[config.mk]
export PLATFORM = sky130hd
export DESIGN_NAME = itv_timer
export DESIGN_NICKNAME = d
export VERILOG_FILES = /design/src/rtl/itv_pkg.sv /design/src/rtl/itv_core.sv /design/src/rtl/itv_port.sv /design/src/rtl/itv_refresh.sv /design/src/rtl/itv_timer.sv
export SDC_FILE = /design/constraint.sdc
export NUM_CORES = 1
export LEC_CHECK = 0
export BUFFER_PORTS_ARGS = -buffer_cell sky130_fd_sc_hd__buf_4
export CAP_MARGIN = 40
export CORE_UTILIZATION = 39
export DETAILED_ROUTE_END_ITERATION = 16
export PLACE_DENSITY = 0.6
export SLEW_MARGIN = 20
export SYNTH_ARGS = -nofsm -noshare
export SYNTH_HDL_FRONTEND = slang
export SYNTH_SLANG_ARGS = --single-unit
[constraint.sdc]
create_clock -name clk_i -period 6.25 [get_ports clk_i]
set_input_delay 0.3125 -clock clk_i [delete_from_list [all_inputs] [get_ports clk_i]]
set_output_delay 0.3125 -clock clk_i [all_outputs]
set_load 0.02 [all_outputs]
[src/rtl/itv_pkg.sv]
package itv_pkg;
  localparam int BYTE_W = 8;
  localparam int CNT_W  = 2 * BYTE_W;
  localparam int NUM_CH = 3;

  typedef enum logic [1:0] {
    ACC_LATCH = 2'd0,
    ACC_LO    = 2'd1,
    ACC_HI    = 2'd2,
    ACC_WORD  = 2'd3
  } acc_e;

  typedef enum logic [1:0] {
    LAT_NONE = 2'd0,
    LAT_LO   = 2'd1,
    LAT_HI   = 2'd2,
    LAT_WORD = 2'd3
  } lat_e;

  localparam logic [2:0] MODE_0 = 3'd0;
  localparam logic [2:0] MODE_1 = 3'd1;
  localparam logic [2:0] MODE_2 = 3'd2;
  localparam logic [2:0] MODE_3 = 3'd3;
  localparam logic [2:0] MODE_4 = 3'd4;
  localparam logic [2:0] MODE_5 = 3'd5;
endpackage

[src/rtl/itv_core.sv]
module itv_core
  import itv_pkg::*;
(
  input  logic             clk_i,
  input  logic             rst_ni,
  input  logic             tick_i,
  input  logic             cfg_valid_i,
  input  logic [2:0]       mode_i,
  input  logic             load_i,
  input  logic [CNT_W:0]   load_val_i,
  input  logic             gate_i,
  output logic             out_o,
  output logic             gate_o,
  output logic [CNT_W-1:0] cur_cnt_o
);
  localparam int EW = CNT_W + 1;
  localparam logic [EW-1:0] E_MAX  = '1;
  localparam logic [EW-1:0] E_FULL = EW'(1) << CNT_W;

  logic          gate_q;
  logic [EW-1:0] count_q, elap_q, phase_q;
  logic [EW-1:0] phase_nxt, diff;
  logic [EW:0]   half;
  logic          gate_rise, gate_mode, restart, periodic;

  assign gate_rise = gate_i & ~gate_q;
  assign gate_mode = (mode_i == MODE_1) || (mode_i == MODE_2) ||
                     (mode_i == MODE_3) || (mode_i == MODE_5);
  assign restart   = load_i | (gate_rise & gate_mode & cfg_valid_i);
  assign phase_nxt = phase_q + EW'(1);
  assign periodic  = (mode_i == MODE_2) || (mode_i == MODE_3);

  always_ff @(posedge clk_i or negedge rst_ni) begin
    if (!rst_ni) begin
      gate_q  <= 1'b0;
      count_q <= E_FULL;
      elap_q  <= '0;
      phase_q <= '0;
    end else begin
      gate_q <= gate_i;
      if (load_i) count_q <= load_val_i;
      if (restart) begin
        elap_q  <= '0;
        phase_q <= '0;
      end else if (tick_i) begin
        if (elap_q != E_MAX) elap_q <= elap_q + EW'(1);
        phase_q <= (phase_nxt == count_q) ? '0 : phase_nxt;
      end
    end
  end

  assign half = ({1'b0, count_q} + (EW+1)'(1)) >> 1;

  always_comb begin
    out_o = 1'b0;
    if (cfg_valid_i) begin
      unique case (mode_i)
        MODE_0:  out_o = (elap_q >= count_q);
        MODE_1:  out_o = (elap_q < count_q);
        MODE_2:  out_o = (phase_q == '0) && (elap_q != '0);
        MODE_3:  out_o = ({1'b0, phase_q} < half);
        default: out_o = (elap_q == count_q);
      endcase
    end
  end

  assign diff      = count_q - (periodic ? phase_q : elap_q);
  assign cur_cnt_o = diff[CNT_W-1:0];
  assign gate_o    = gate_q;

  AST_MODE1_LOAD_HIGH: assert property (@(posedge clk_i) disable iff (!rst_ni)
    load_i && cfg_valid_i && mode_i == MODE_1 |=> out_o);
  AST_MODE0_STICKY: assert property (@(posedge clk_i) disable iff (!rst_ni)
    cfg_valid_i && mode_i == MODE_0 && out_o && !load_i |=> out_o || mode_i != MODE_0);
  AST_MODE4_ONE_TICK: assert property (@(posedge clk_i) disable iff (!rst_ni)
    cfg_valid_i && mode_i == MODE_4 && out_o && tick_i && !load_i |=> !out_o || mode_i != MODE_4);
  AST_MODE2_LOAD_LOW: assert property (@(posedge clk_i) disable iff (!rst_ni)
    load_i && cfg_valid_i && mode_i == MODE_2 |=> !out_o);
endmodule

[src/rtl/itv_port.sv]
module itv_port
  import itv_pkg::*;
(
  input  logic              clk_i,
  input  logic              rst_ni,
  input  logic              ctl_we_i,
  input  logic              latch_cnt_i,
  input  logic              latch_sts_i,
  input  logic              wr_cnt_i,
  input  logic              rd_i,
  input  logic [BYTE_W-1:0] wdata_i,
  input  logic [CNT_W-1:0]  cur_cnt_i,
  input  logic              out_i,
  output logic [BYTE_W-1:0] rdata_o,
  output logic              cfg_valid_o,
  output logic [2:0]        mode_o,
  output logic              load_o,
  output logic [CNT_W:0]    load_val_o
);
  acc_e              rw_q;
  lat_e              lat_q;
  logic [2:0]        mode_q, mode_fold;
  logic              bcd_q, cfg_q, wr_hi_q, rd_hi_q, sts_lat_q;
  logic [BYTE_W-1:0] stage_q, sts_q;
  logic [CNT_W-1:0]  lat_val_q, raw;

  assign mode_fold = (wdata_i[3] & wdata_i[2]) ? wdata_i[3:1] - 3'd4 : wdata_i[3:1];

  always_ff @(posedge clk_i or negedge rst_ni) begin
    if (!rst_ni) begin
      rw_q      <= ACC_WORD;
      lat_q     <= LAT_NONE;
      mode_q    <= MODE_0;
      bcd_q     <= 1'b0;
      cfg_q     <= 1'b0;
      wr_hi_q   <= 1'b0;
      rd_hi_q   <= 1'b0;
      sts_lat_q <= 1'b0;
      stage_q   <= '0;
      sts_q     <= '0;
      lat_val_q <= '0;
    end else begin
      if (ctl_we_i) begin
        rw_q    <= acc_e'(wdata_i[5:4]);
        mode_q  <= mode_fold;
        bcd_q   <= wdata_i[0];
        cfg_q   <= 1'b1;
        wr_hi_q <= 1'b0;
        rd_hi_q <= 1'b0;
      end
      if (latch_cnt_i && lat_q == LAT_NONE) begin
        lat_q     <= lat_e'(rw_q);
        lat_val_q <= cur_cnt_i;
      end
      if (latch_sts_i && !sts_lat_q) begin
        sts_lat_q <= 1'b1;
        sts_q     <= {out_i, 1'b0, rw_q, mode_q, bcd_q};
      end
      if (wr_cnt_i && rw_q == ACC_WORD) begin
        if (!wr_hi_q) stage_q <= wdata_i;
        wr_hi_q <= ~wr_hi_q;
      end
      if (rd_i) begin
        if (sts_lat_q) begin
          sts_lat_q <= 1'b0;
        end else if (lat_q != LAT_NONE) begin
          lat_q <= (lat_q == LAT_WORD) ? LAT_HI : LAT_NONE;
        end else if (rw_q == ACC_WORD) begin
          rd_hi_q <= ~rd_hi_q;
        end
      end
    end
  end

  always_comb begin
    if (sts_lat_q) begin
      rdata_o = sts_q;
    end else if (lat_q != LAT_NONE) begin
      rdata_o = (lat_q == LAT_HI) ? lat_val_q[CNT_W-1:BYTE_W] : lat_val_q[BYTE_W-1:0];
    end else begin
      unique case (rw_q)
        ACC_HI:   rdata_o = cur_cnt_i[CNT_W-1:BYTE_W];
        ACC_WORD: rdata_o = rd_hi_q ? cur_cnt_i[CNT_W-1:BYTE_W] : cur_cnt_i[BYTE_W-1:0];
        default:  rdata_o = cur_cnt_i[BYTE_W-1:0];
      endcase
    end
  end

  always_comb begin
    load_o = wr_cnt_i;
    raw    = {{BYTE_W{1'b0}}, wdata_i};
    unique case (rw_q)
      ACC_HI:   raw = {wdata_i, {BYTE_W{1'b0}}};
      ACC_WORD: begin
        raw    = {wdata_i, stage_q};
        load_o = wr_cnt_i & wr_hi_q;
      end
      default: ;
    endcase
  end

  assign load_val_o  = (raw == '0) ? ((CNT_W+1)'(1) << CNT_W) : {1'b0, raw};
  assign cfg_valid_o = cfg_q;
  assign mode_o      = mode_q;

  AST_LATCH_HELD: assert property (@(posedge clk_i) disable iff (!rst_ni)
    lat_q != LAT_NONE && !rd_i |=> $stable(lat_val_q) && lat_q != LAT_NONE);
  AST_STS_BEFORE_CNT: assert property (@(posedge clk_i) disable iff (!rst_ni)
    rd_i && sts_lat_q |=> $stable(lat_q));
  AST_STS_HELD: assert property (@(posedge clk_i) disable iff (!rst_ni)
    sts_lat_q && !rd_i |=> $stable(sts_q) && sts_lat_q);
  AST_STAGE_NO_LOAD: assert property (@(posedge clk_i) disable iff (!rst_ni)
    wr_cnt_i && rw_q == ACC_WORD && !ctl_we_i |=> wr_hi_q != $past(wr_hi_q));
endmodule

[src/rtl/itv_refresh.sv]
module itv_refresh #(
  parameter int DIV = 16
) (
  input  logic clk_i,
  input  logic rst_ni,
  output logic tog_o
);
  localparam int DW = $clog2(DIV + 1);
  localparam logic [DW-1:0] LAST = DW'(DIV - 1);

  logic [DW-1:0] cnt_q;
  logic          tog_q;

  always_ff @(posedge clk_i or negedge rst_ni) begin
    if (!rst_ni) begin
      cnt_q <= '0;
      tog_q <= 1'b0;
    end else if (cnt_q == LAST) begin
      cnt_q <= '0;
      tog_q <= ~tog_q;
    end else begin
      cnt_q <= cnt_q + DW'(1);
    end
  end

  assign tog_o = tog_q;
endmodule

[src/rtl/itv_timer.sv]
module itv_timer
  import itv_pkg::*;
#(
  parameter int REFRESH_DIV = 16
) (
  input  logic              clk_i,
  input  logic              rst_ni,
  input  logic              tick_i,
  input  logic [1:0]        addr_i,
  input  logic              wr_i,
  input  logic              rd_i,
  input  logic [BYTE_W-1:0] wdata_i,
  output logic [BYTE_W-1:0] rdata_o,
  input  logic [NUM_CH-1:0] gate_i,
  output logic [NUM_CH-1:0] out_o,
  input  logic              spk_en_i,
  output logic [BYTE_W-1:0] spk_o
);
  localparam logic [1:0] CTL_ADDR = 2'd3;

  logic              wr_ctl, rd_ok, is_rb, refresh;
  logic [NUM_CH-1:0] ctl_we, latch_cnt, latch_sts, wr_cnt, rd_ch, gate_q;
  logic [BYTE_W-1:0] ch_rdata [NUM_CH];

  assign wr_ctl = wr_i && (addr_i == CTL_ADDR);
  assign rd_ok  = rd_i && !wr_i;
  assign is_rb  = (wdata_i[7:6] == 2'b11);

  for (genvar i = 0; i < NUM_CH; i++) begin : g_ch
    logic             sel, cfg_valid, load;
    logic [2:0]       mode;
    logic [CNT_W:0]   load_val;
    logic [CNT_W-1:0] cur_cnt;

    assign sel          = (wdata_i[7:6] == 2'(i));
    assign ctl_we[i]    = wr_ctl && !is_rb && sel && (wdata_i[5:4] != 2'b00);
    assign latch_cnt[i] = wr_ctl && (is_rb ? (!wdata_i[5] && wdata_i[i+1])
                                           : (sel && wdata_i[5:4] == 2'b00));
    assign latch_sts[i] = wr_ctl && is_rb && !wdata_i[4] && wdata_i[i+1];
    assign wr_cnt[i]    = wr_i && (addr_i == 2'(i));
    assign rd_ch[i]     = rd_ok && (addr_i == 2'(i));

    itv_port u_port (
      .clk_i       (clk_i),
      .rst_ni      (rst_ni),
      .ctl_we_i    (ctl_we[i]),
      .latch_cnt_i (latch_cnt[i]),
      .latch_sts_i (latch_sts[i]),
      .wr_cnt_i    (wr_cnt[i]),
      .rd_i        (rd_ch[i]),
      .wdata_i     (wdata_i),
      .cur_cnt_i   (cur_cnt),
      .out_i       (out_o[i]),
      .rdata_o     (ch_rdata[i]),
      .cfg_valid_o (cfg_valid),
      .mode_o      (mode),
      .load_o      (load),
      .load_val_o  (load_val)
    );

    itv_core u_core (
      .clk_i       (clk_i),
      .rst_ni      (rst_ni),
      .tick_i      (tick_i),
      .cfg_valid_i (cfg_valid),
      .mode_i      (mode),
      .load_i      (load),
      .load_val_i  (load_val),
      .gate_i      (gate_i[i]),
      .out_o       (out_o[i]),
      .gate_o      (gate_q[i]),
      .cur_cnt_o   (cur_cnt)
    );
  end

  itv_refresh #(.DIV(REFRESH_DIV)) u_refresh (
    .clk_i  (clk_i),
    .rst_ni (rst_ni),
    .tog_o  (refresh)
  );

  always_comb begin
    rdata_o = '0;
    for (int i = 0; i < NUM_CH; i++)
      if (addr_i == 2'(i)) rdata_o = ch_rdata[i];
  end

  assign spk_o = {2'b00, out_o[2], refresh, 2'b00, spk_en_i, gate_q[2]};

  AST_CTL_ONE_CH: assert property (@(posedge clk_i) disable iff (!rst_ni)
    $onehot0(ctl_we) && !(|(ctl_we & latch_cnt)));
  AST_SPK_GATE: assert property (@(posedge clk_i) disable iff (!rst_ni)
    1'b1 |=> spk_o[0] == $past(gate_i[2]));
endmodule

After elaboration in Yosys (flattened, before gate mapping)
Cells that the tools add are included.
{ "totals": {"ff_bits": 291, "input_bits": 19, "word_cells": 337} }
{ "op_classes": {"n_addsub": 14, "order_cmp": 9, "n_eq_ne": 40, "n_mux": 104, "n_bitwise": 26, "reduce_logical": 97} }
{ "op_table": {"columns": ["operator", "count"], "rows": [
  ["$mux W17", 21],
  ["$mux W8", 15],
  ["$add A17 B1 Y17 const B", 6],
  ["$eq A17 B17 Y1", 6],
  ["$lt A17 B17 Y1", 6],
  ["$pmux W16 S2", 3],
  ["$add A17 B1 Y18 const B", 3],
  ["$ge A17 B17 Y1", 3],
  ["$logic_not A17 Y1", 3],
  ["$ne A17 B17 Y1 const B", 3],
  ["$reduce_bool A17 Y1", 3],
  ["$logic_not A16 Y1", 3],
  ["$mux W16", 3],
  ["$pmux W8 S2", 3],
  ["$sub A16 B16 Y16", 3],
  ["$logic_and A1 B1 Y1", 41],
  ["$mux W1", 39],
  ["$eq A2 B2 Y1 const B", 16],
  ["$mux W2", 15],
  ["$reduce_bool A2 Y1", 13],
  ["$eq A3 B2 Y1 const B", 6],
  ["$and A1 B1 Y1", 13],
  ["$logic_not A2 Y1", 6],
  ["$logic_or A1 B1 Y1", 12],
  ["other kinds (14)", 45]
]} }

Longest topological paths before layout
{ "depth": {"depth_word": 11, "ltp_mapped": 17, "depth_no_buf": 16} }

By module
Synthesis repeated with hierarchy kept, for this count alone.
{ "hier_totals": {"cells_unflattened": 2450, "area_unflattened_um2": 22001.1} }
{ "modules_own_cells": {"columns": ["mod", "instances", "cells_per_inst", "area_each_um2"], "rows": [
  ["itv_core at g_ch[0].u_core ...", 2, 583, 4895.9],
  ["itv_port", 3, 199, 2147.1],
  ["itv_core at g_ch[2].u_core", 1, 611, 5097.4],
  ["itv_timer", 1, 57, 437.9],
  ["itv_refresh", 1, 19, 232.7]
]} }

Worst setup path after synthesis
No wires, ideal clock.
{ "synth_timing": {"path_type": "register -> output", "start": "register g_ch[0].u_port.mode_q[2]", "end": "output rdata_o[7]", "t_arrival_ns": 3.956, "setup_slack_ns": 1.982, "stages_incl_launch_ff": 14, "path_buffers": 2, "cell_sequence": "dfrtp_1 -> nor2_1 -> clkbuf_1 -> clkbuf_1 -> mux2i_1 -> ha_1 -> a211o_1 -> a21oi_2 -> nor2_1 -> a221o_1 -> o41a_1 -> a221o_1 -> o32a_1 -> o211ai_1"} }
{ "synth_between": {"elab_chain_cells": 11, "word_cells_on_any_way": 12} }
{ "synth_lines": {"columns": ["element", "line_no", "source"], "rows": [
  ["start, declared", "itv_port.sv:22", "logic [2:0] mode_q, mode_fold;"],
  ["start signal, assigned", "itv_port.sv:45", "mode_q <= mode_fold;"],
  ["$eq A3 B2 Y1", "itv_core.sv:31", "assign periodic = (mode_i == MODE_2) || (mode_i == MODE_3);"],
  ["$logic_or A1 B1 Y1 (*)", "itv_core.sv:31", null],
  ["$mux W16 (*)", "itv_core.sv:67", "assign diff = count_q - (periodic ? phase_q : elap_q);"],
  ["$sub A16 B16 Y16 (*)", "itv_core.sv:67", null],
  ["$mux W8", "itv_port.sv:83", "ACC_WORD: rdata_o = rd_hi_q ? cur_cnt_i[CNT_W-1:BYTE_W] : cur_cnt_i[BYTE_W-1:0];"],
  ["$pmux W8 S2 (*)", "itv_port.sv:81", "unique case (rw_q)"],
  ["$mux W8 (*)", "itv_port.sv:78", "end else if (lat_q != LAT_NONE) begin"],
  ["$mux W8 (*)", "itv_port.sv:76", "if (sts_lat_q) begin"],
  ["$mux W8 (*) (3 in series)", "itv_timer.sv:85", "if (addr_i == 2'(i)) rdata_o = ch_rdata[i];"],
  ["end, declared", "itv_timer.sv:13", "output logic [BYTE_W-1:0] rdata_o,"]
]} }
Mark *: on every way between the ends. The rest lies on a longest branch, timed or not.

Worst setup path after layout
{ "layout_timing": {"start": "register g_ch[0].u_port.mode_q[1]", "end": "output rdata_o[7]"} }
The elaborated chain is that of the path after synthesis.

==> results.md <==
- After legalization and detailed placement, the total HPWL measured 50.4 mm.
- By count the netlist is led by 282 x dfrtp_1, 210 x nand2_1, 169 x nor2_1.
- The clock edge transition at the registers on the reported setup and hold paths is 0.06 ns.
- The number of hold violations in the final report is 0.
- The netlist area before placement is between 20,000 and 25,000 sq um.
- The count of flip-flops with a built-in enable after synthesis is 0.
- In the synthesized netlist the dominant register cell turns out to be dfrtp_1.
- The worst max-slew margin expressed relative to the limit is 37.2%.
- Of the total power, combinational logic draws 41.9%.
- The horizontal extent of the die is 239 microns.
- The number of buffers created by CTS is 37.
- The effective utilization at floorplan is between 30% and 40%.
- The worst hold path endpoint is g_ch[2].u_port.rw_q[1]$_DFFE_PN1P_.
- During I/O placement, the number of pins put on the boundary was 38.
- The routability congestion estimate from global placement is 0.961.
- The share of synthesized registers carrying an async set or reset is 100%.
- The net switching power is approximately 3.8 mW.
- The kind of end point of the critical path is a primary output.
- The register cell area after layout is 7290 sq um.
- After layout, the minimum clock period comes to between 4 and 5 ns.
- The share of synthesized area occupied by flip-flops and latches is 33.4%.
- STA classifies the critical path startpoint as a register.
- After the first detailed-routing iteration, the DRC count stood at 1,393.
- The first-pass GRT wire length is 108 mm.
- The reg-to-reg startpoint is g_ch[0].u_core.count_q[2]$_DFFE_PN0P_.
- Dividing total power by cell area gives a power density of between 300 and 400 nW/um^2.
- The transition at the pin with the smallest max-transition slack is 0.941 ns.
- The switching power share of the total is 41.3%.
- The average instance in the mapped netlist occupies 8.82 sq um.
- TritonCTS built the clock tree.
- The number of pins with negative max-slew slack in the final report is 0.
- The final routed wire length divided by cell count is 21.2 microns.
- The worst reg-to-reg path cell count is 14.
- The library cell with the largest summed area after synthesis is dfrtp_1.
- On the final layout, the worst hold slack is approximately 0.11 ns.
- The end of the worst register-to-register path is g_ch[0].u_port.sts_q[7]$_DFFE_PN0P_.
- The class of the tightest hold or removal check is primary input to register.
- The Yosys step of the flow raised 0 warnings.
- The clock skew after layout is 0.0394 ns.
- The count of nets left with antenna violations once routing finished came out at 0.
- For the worst setup path, the data arrival time is around 4.5 ns.
- For the worst-skew pair, the clock arrives at the later sink with an insertion delay of 0.58 ns.
- The clock passes through at most 3 buffers.
- The relative area change from synthesis to final layout is 10.3%.
- The height of the die is 239 microns.
- In the final design database the tool counted 2,628 nets.
- The worst hold path begins at wdata_i[5].
- The first TritonRoute pass finished after 5 iterations.
- Counting every instance in the synthesized netlist gives ~2,500.
- The synthesized design devotes to its leading area cell type approximately 32% of total area.
- In this run, synthesis produced a sequential element count of around 290.
- The largest vdd supply drop is 0.000228 V.
- The share of power burned in registers is about 33%.
- Across every metal layer, demand over resource in global routing totals 24.0%.
- The number of antenna violations at the first check in global routing is 2.
- The setup TNS is 0 ns.
- The fill cell instance count of the final layout is 5,368.
- The worst endpoint required time is ~5.9 ns.
- CTS saw 291 sinks.
- Timing would allow up to 210 MHz.
- Setup repair after global routing left no endpoint under its margin.
- The top fanout value on the critical path is 14.
- The final cycle utilization of the critical path is 76.3%.
- The clock tree synthesis step divided the H-tree into 2 levels.
- The floorplan core area is 55,200 sq um.
- The count of buffers added by post-CTS timing repair for setup is 0.
- The post-detailed-route DRC marker count is 0.
- In this run the clock root is driven by a clkbuf_16.
- The analysis attributes to cell leakage a power of approximately 10 nW.
- The maximum number of pins on one net before global-route repair is roughly 150.
- The floorplan step defined a die boundary enclosing 56,900 sq um.
- Cells with a size suffix above 1 make up roughly a tenth of the layout.
- The count of buffers added on input and output ports is 31.
- The flow ran to the end, and the final reports show no timing, DRC or antenna violations.
- The aggregate global routing overflow is 0.
- The internal power contribution is 5.46 mW.
- The total wire length is ~70 mm.
- The most used standard cell by instance count after synthesis is dfrtp_1.
- By area the synthesized netlist is led by dfrtp_1 32%, ha_1 9.4%, xnor2_1 4.8%.
- The initialized floorplan defines 86 standard-cell rows.
- The via total after detailed routing is 19,100.
- For flop-to-flop paths, the worst setup slack is 2.53 ns.
- The number of max-cap violations is 0.
- Yosys mapped the design onto 93 distinct sky130hd cell types.
- Using the TritonRoute via totals, the vias-per-cell ratio works out to about 6.
- The multi-input combinational cells in the finished layout cover a total of ~14,000 sq um.
- The path type of the worst setup path is register to primary output.
- The via count of the first global-routing pass was 18,700.
- The clock network accounts for approximately a quarter of the total power.
- The worst hold path passes through 3 cells.
- Setup violations remaining at the end of the flow were counted as 0.
==> critical path, cell delays in order, from the launching register on <==
cell	delay (ns)
dfrtp_1	0.37
inv_1	0.07
nor2_2	0.22
buf_6	0.22
nor2_1	0.06
a21o_1	0.18
inv_1	0.06
ha_1	0.22
nor2b_1	0.15
o31ai_1	0.32
a21oi_1	0.19
a221o_1	0.38
o41a_1	0.37
a221o_1	0.34
o32a_1	0.37
o211ai_1	0.17
buf_4	0.21
==> layout by cell type (no fill, tap or decap), types with 9 or more instances in the layout <==
| cell | netlist | routed |
|---|---|---|
| a211oi_1 | 14 | 14 |
| a21o_1 | 48 | 48 |
| a21oi_1 | 135 | 135 |
| a221oi_1 | 33 | 33 |
| a22o_1 | 25 | 25 |
| a22oi_1 | 22 | 22 |
| a31oi_1 | 20 | 20 |
| and2_1 | 12 | 12 |
| and3_1 | 36 | 36 |
| and4_1 | 13 | 13 |
| buf_4 | 15 | 51 |
| clkbuf_16 | 0 | 37 |
| dfrtp_1 | 282 | 282 |
| dfstp_2 | 9 | 9 |
| ha_1 | 164 | 164 |
| inv_1 | 111 | 111 |
| mux2_2 | 77 | 77 |
| mux2i_1 | 61 | 61 |
| nand2_1 | 210 | 210 |
| nand2b_1 | 32 | 32 |
| nand3_1 | 117 | 117 |
| nand3b_1 | 10 | 10 |
| nand4_1 | 52 | 52 |
| nor2_1 | 169 | 168 |
| nor2b_1 | 27 | 26 |
| nor3_1 | 69 | 69 |
| nor4_1 | 39 | 39 |
| o211ai_1 | 23 | 23 |
| o21a_1 | 27 | 27 |
| o21ai_0 | 131 | 131 |
| o21ai_1 | 12 | 12 |
| o221ai_1 | 10 | 10 |
| o31ai_1 | 15 | 12 |
| or2_2 | 10 | 10 |
| or3_1 | 14 | 14 |
| xnor2_1 | 120 | 120 |
| xor2_1 | 69 | 69 |
==> state kept, by name (all words and copies together) (netlist names), 6 cells and up <==
register / cells
g_ch.u_core.count_q: 51
g_ch.u_core.elap_q: 51
g_ch.u_core.phase_q: 51
g_ch.u_port.lat_val_q: 48
g_ch.u_port.stage_q: 24
g_ch.u_port.sts_q: 21
g_ch.u_port.mode_o: 9
g_ch.u_port.lat_q: 6
g_ch.u_port.rw_q: 6
==> worst max path at each step <==
stage	from	to	slack, ns	cells after the start
global route	g_ch[0].u_port.mode_o[1]$_DFFE_PN0P_	rdata_o[7]	1.26	16
floorplan	g_ch[0].u_port.mode_o[2]$_DFFE_PN0P_	rdata_o[7]	1.98	13
finish	g_ch[0].u_port.mode_o[1]$_DFFE_PN0P_	rdata_o[7]	1.48	16
detailed placement	g_ch[0].u_port.mode_o[1]$_DFFE_PN0P_	rdata_o[7]	1.80	14
CTS	g_ch[0].u_port.mode_o[1]$_DFFE_PN0P_	rdata_o[7]	1.17	14
global placement	g_ch[0].u_port.mode_o[1]$_DFFE_PN0P_	rdata_o[7]	1.95	14
==> power by group through the flow <==
stage / Combinational, mW / Clock, mW / Sequential [mW]
after CTS: 3.87 / 2.39 / 3.03
after global routing: 4.32 / 2.47 / 3.11
after detailed placement: 3.85 / 0 / 3.06
after floorplan: 3.02 / 0 / 2.67
final: 3.90 / 2.35 / 3.05
after global placement: 3.76 / 0 / 3.05
==> cell families after synthesis <==
logic type | Yosys count | share of synthesized area (%)
and+or+nand+nor | 843 | 19.4
muxes | 138 | 6.77
buffers and inverters | 252 | 4.87
DFF | 291 | 33.4
xor gates and xnor gates | 190 | 7.69
other | 1 | 0.0172
AOI/OAI and AO/OA | 592 | 18.1
adders and majority gates | 167 | 9.68
==> routing by layer <==
layer / global-route usage, % / part of all wire (%) / vias up
met4: 9.34 / 3.6 / 0
met3: 3.30 / 5.5 / 120
met1: 31.7 / 44 / 9385
met5: 0 / 0 / -
li1: - / - / 8958
met2: 39.7 / 47 / 608
==> area by class of cell <==
type,instances,area share (%)
Multi-Input combinational cell,1934,56.2
Sequential cell,291,30.3
Clock buffer,47,4.21
Tap cell,748,3.89
Clock inverter,19,1.27
Inverter,115,1.79
Timing Repair Buffer,63,2.28
Antenna cell,1,0.0104
==> through the flow <==
| stage | power [mW] | std cells | instance area, sq um | utilization, % | setup WS [ns] |
|---|---|---|---|---|---|
| floorplan | 5.69 | 2477 | 21800 | - | 1.98 |
| CTS | 9.30 | 3214 | 24000 | 43.5 | 1.17 |
| detailed placement | 6.91 | 3144 | 22600 | 41.0 | 1.80 |
| global route | 9.90 | 3218 | 24100 | 43.6 | 1.26 |
| global placement | 6.81 | 3138 | 22600 | 40.9 | 1.95 |
| finish | 9.30 | 3218 | 24100 | 43.6 | 1.48 |
==> repair_timing <==
action,in CTS,in global routing
hold buffers,4,0
gates resized for setup,0,0
hold endpoints to repair,81,0
Note: power is estimated with default switching activity, not from simulation.
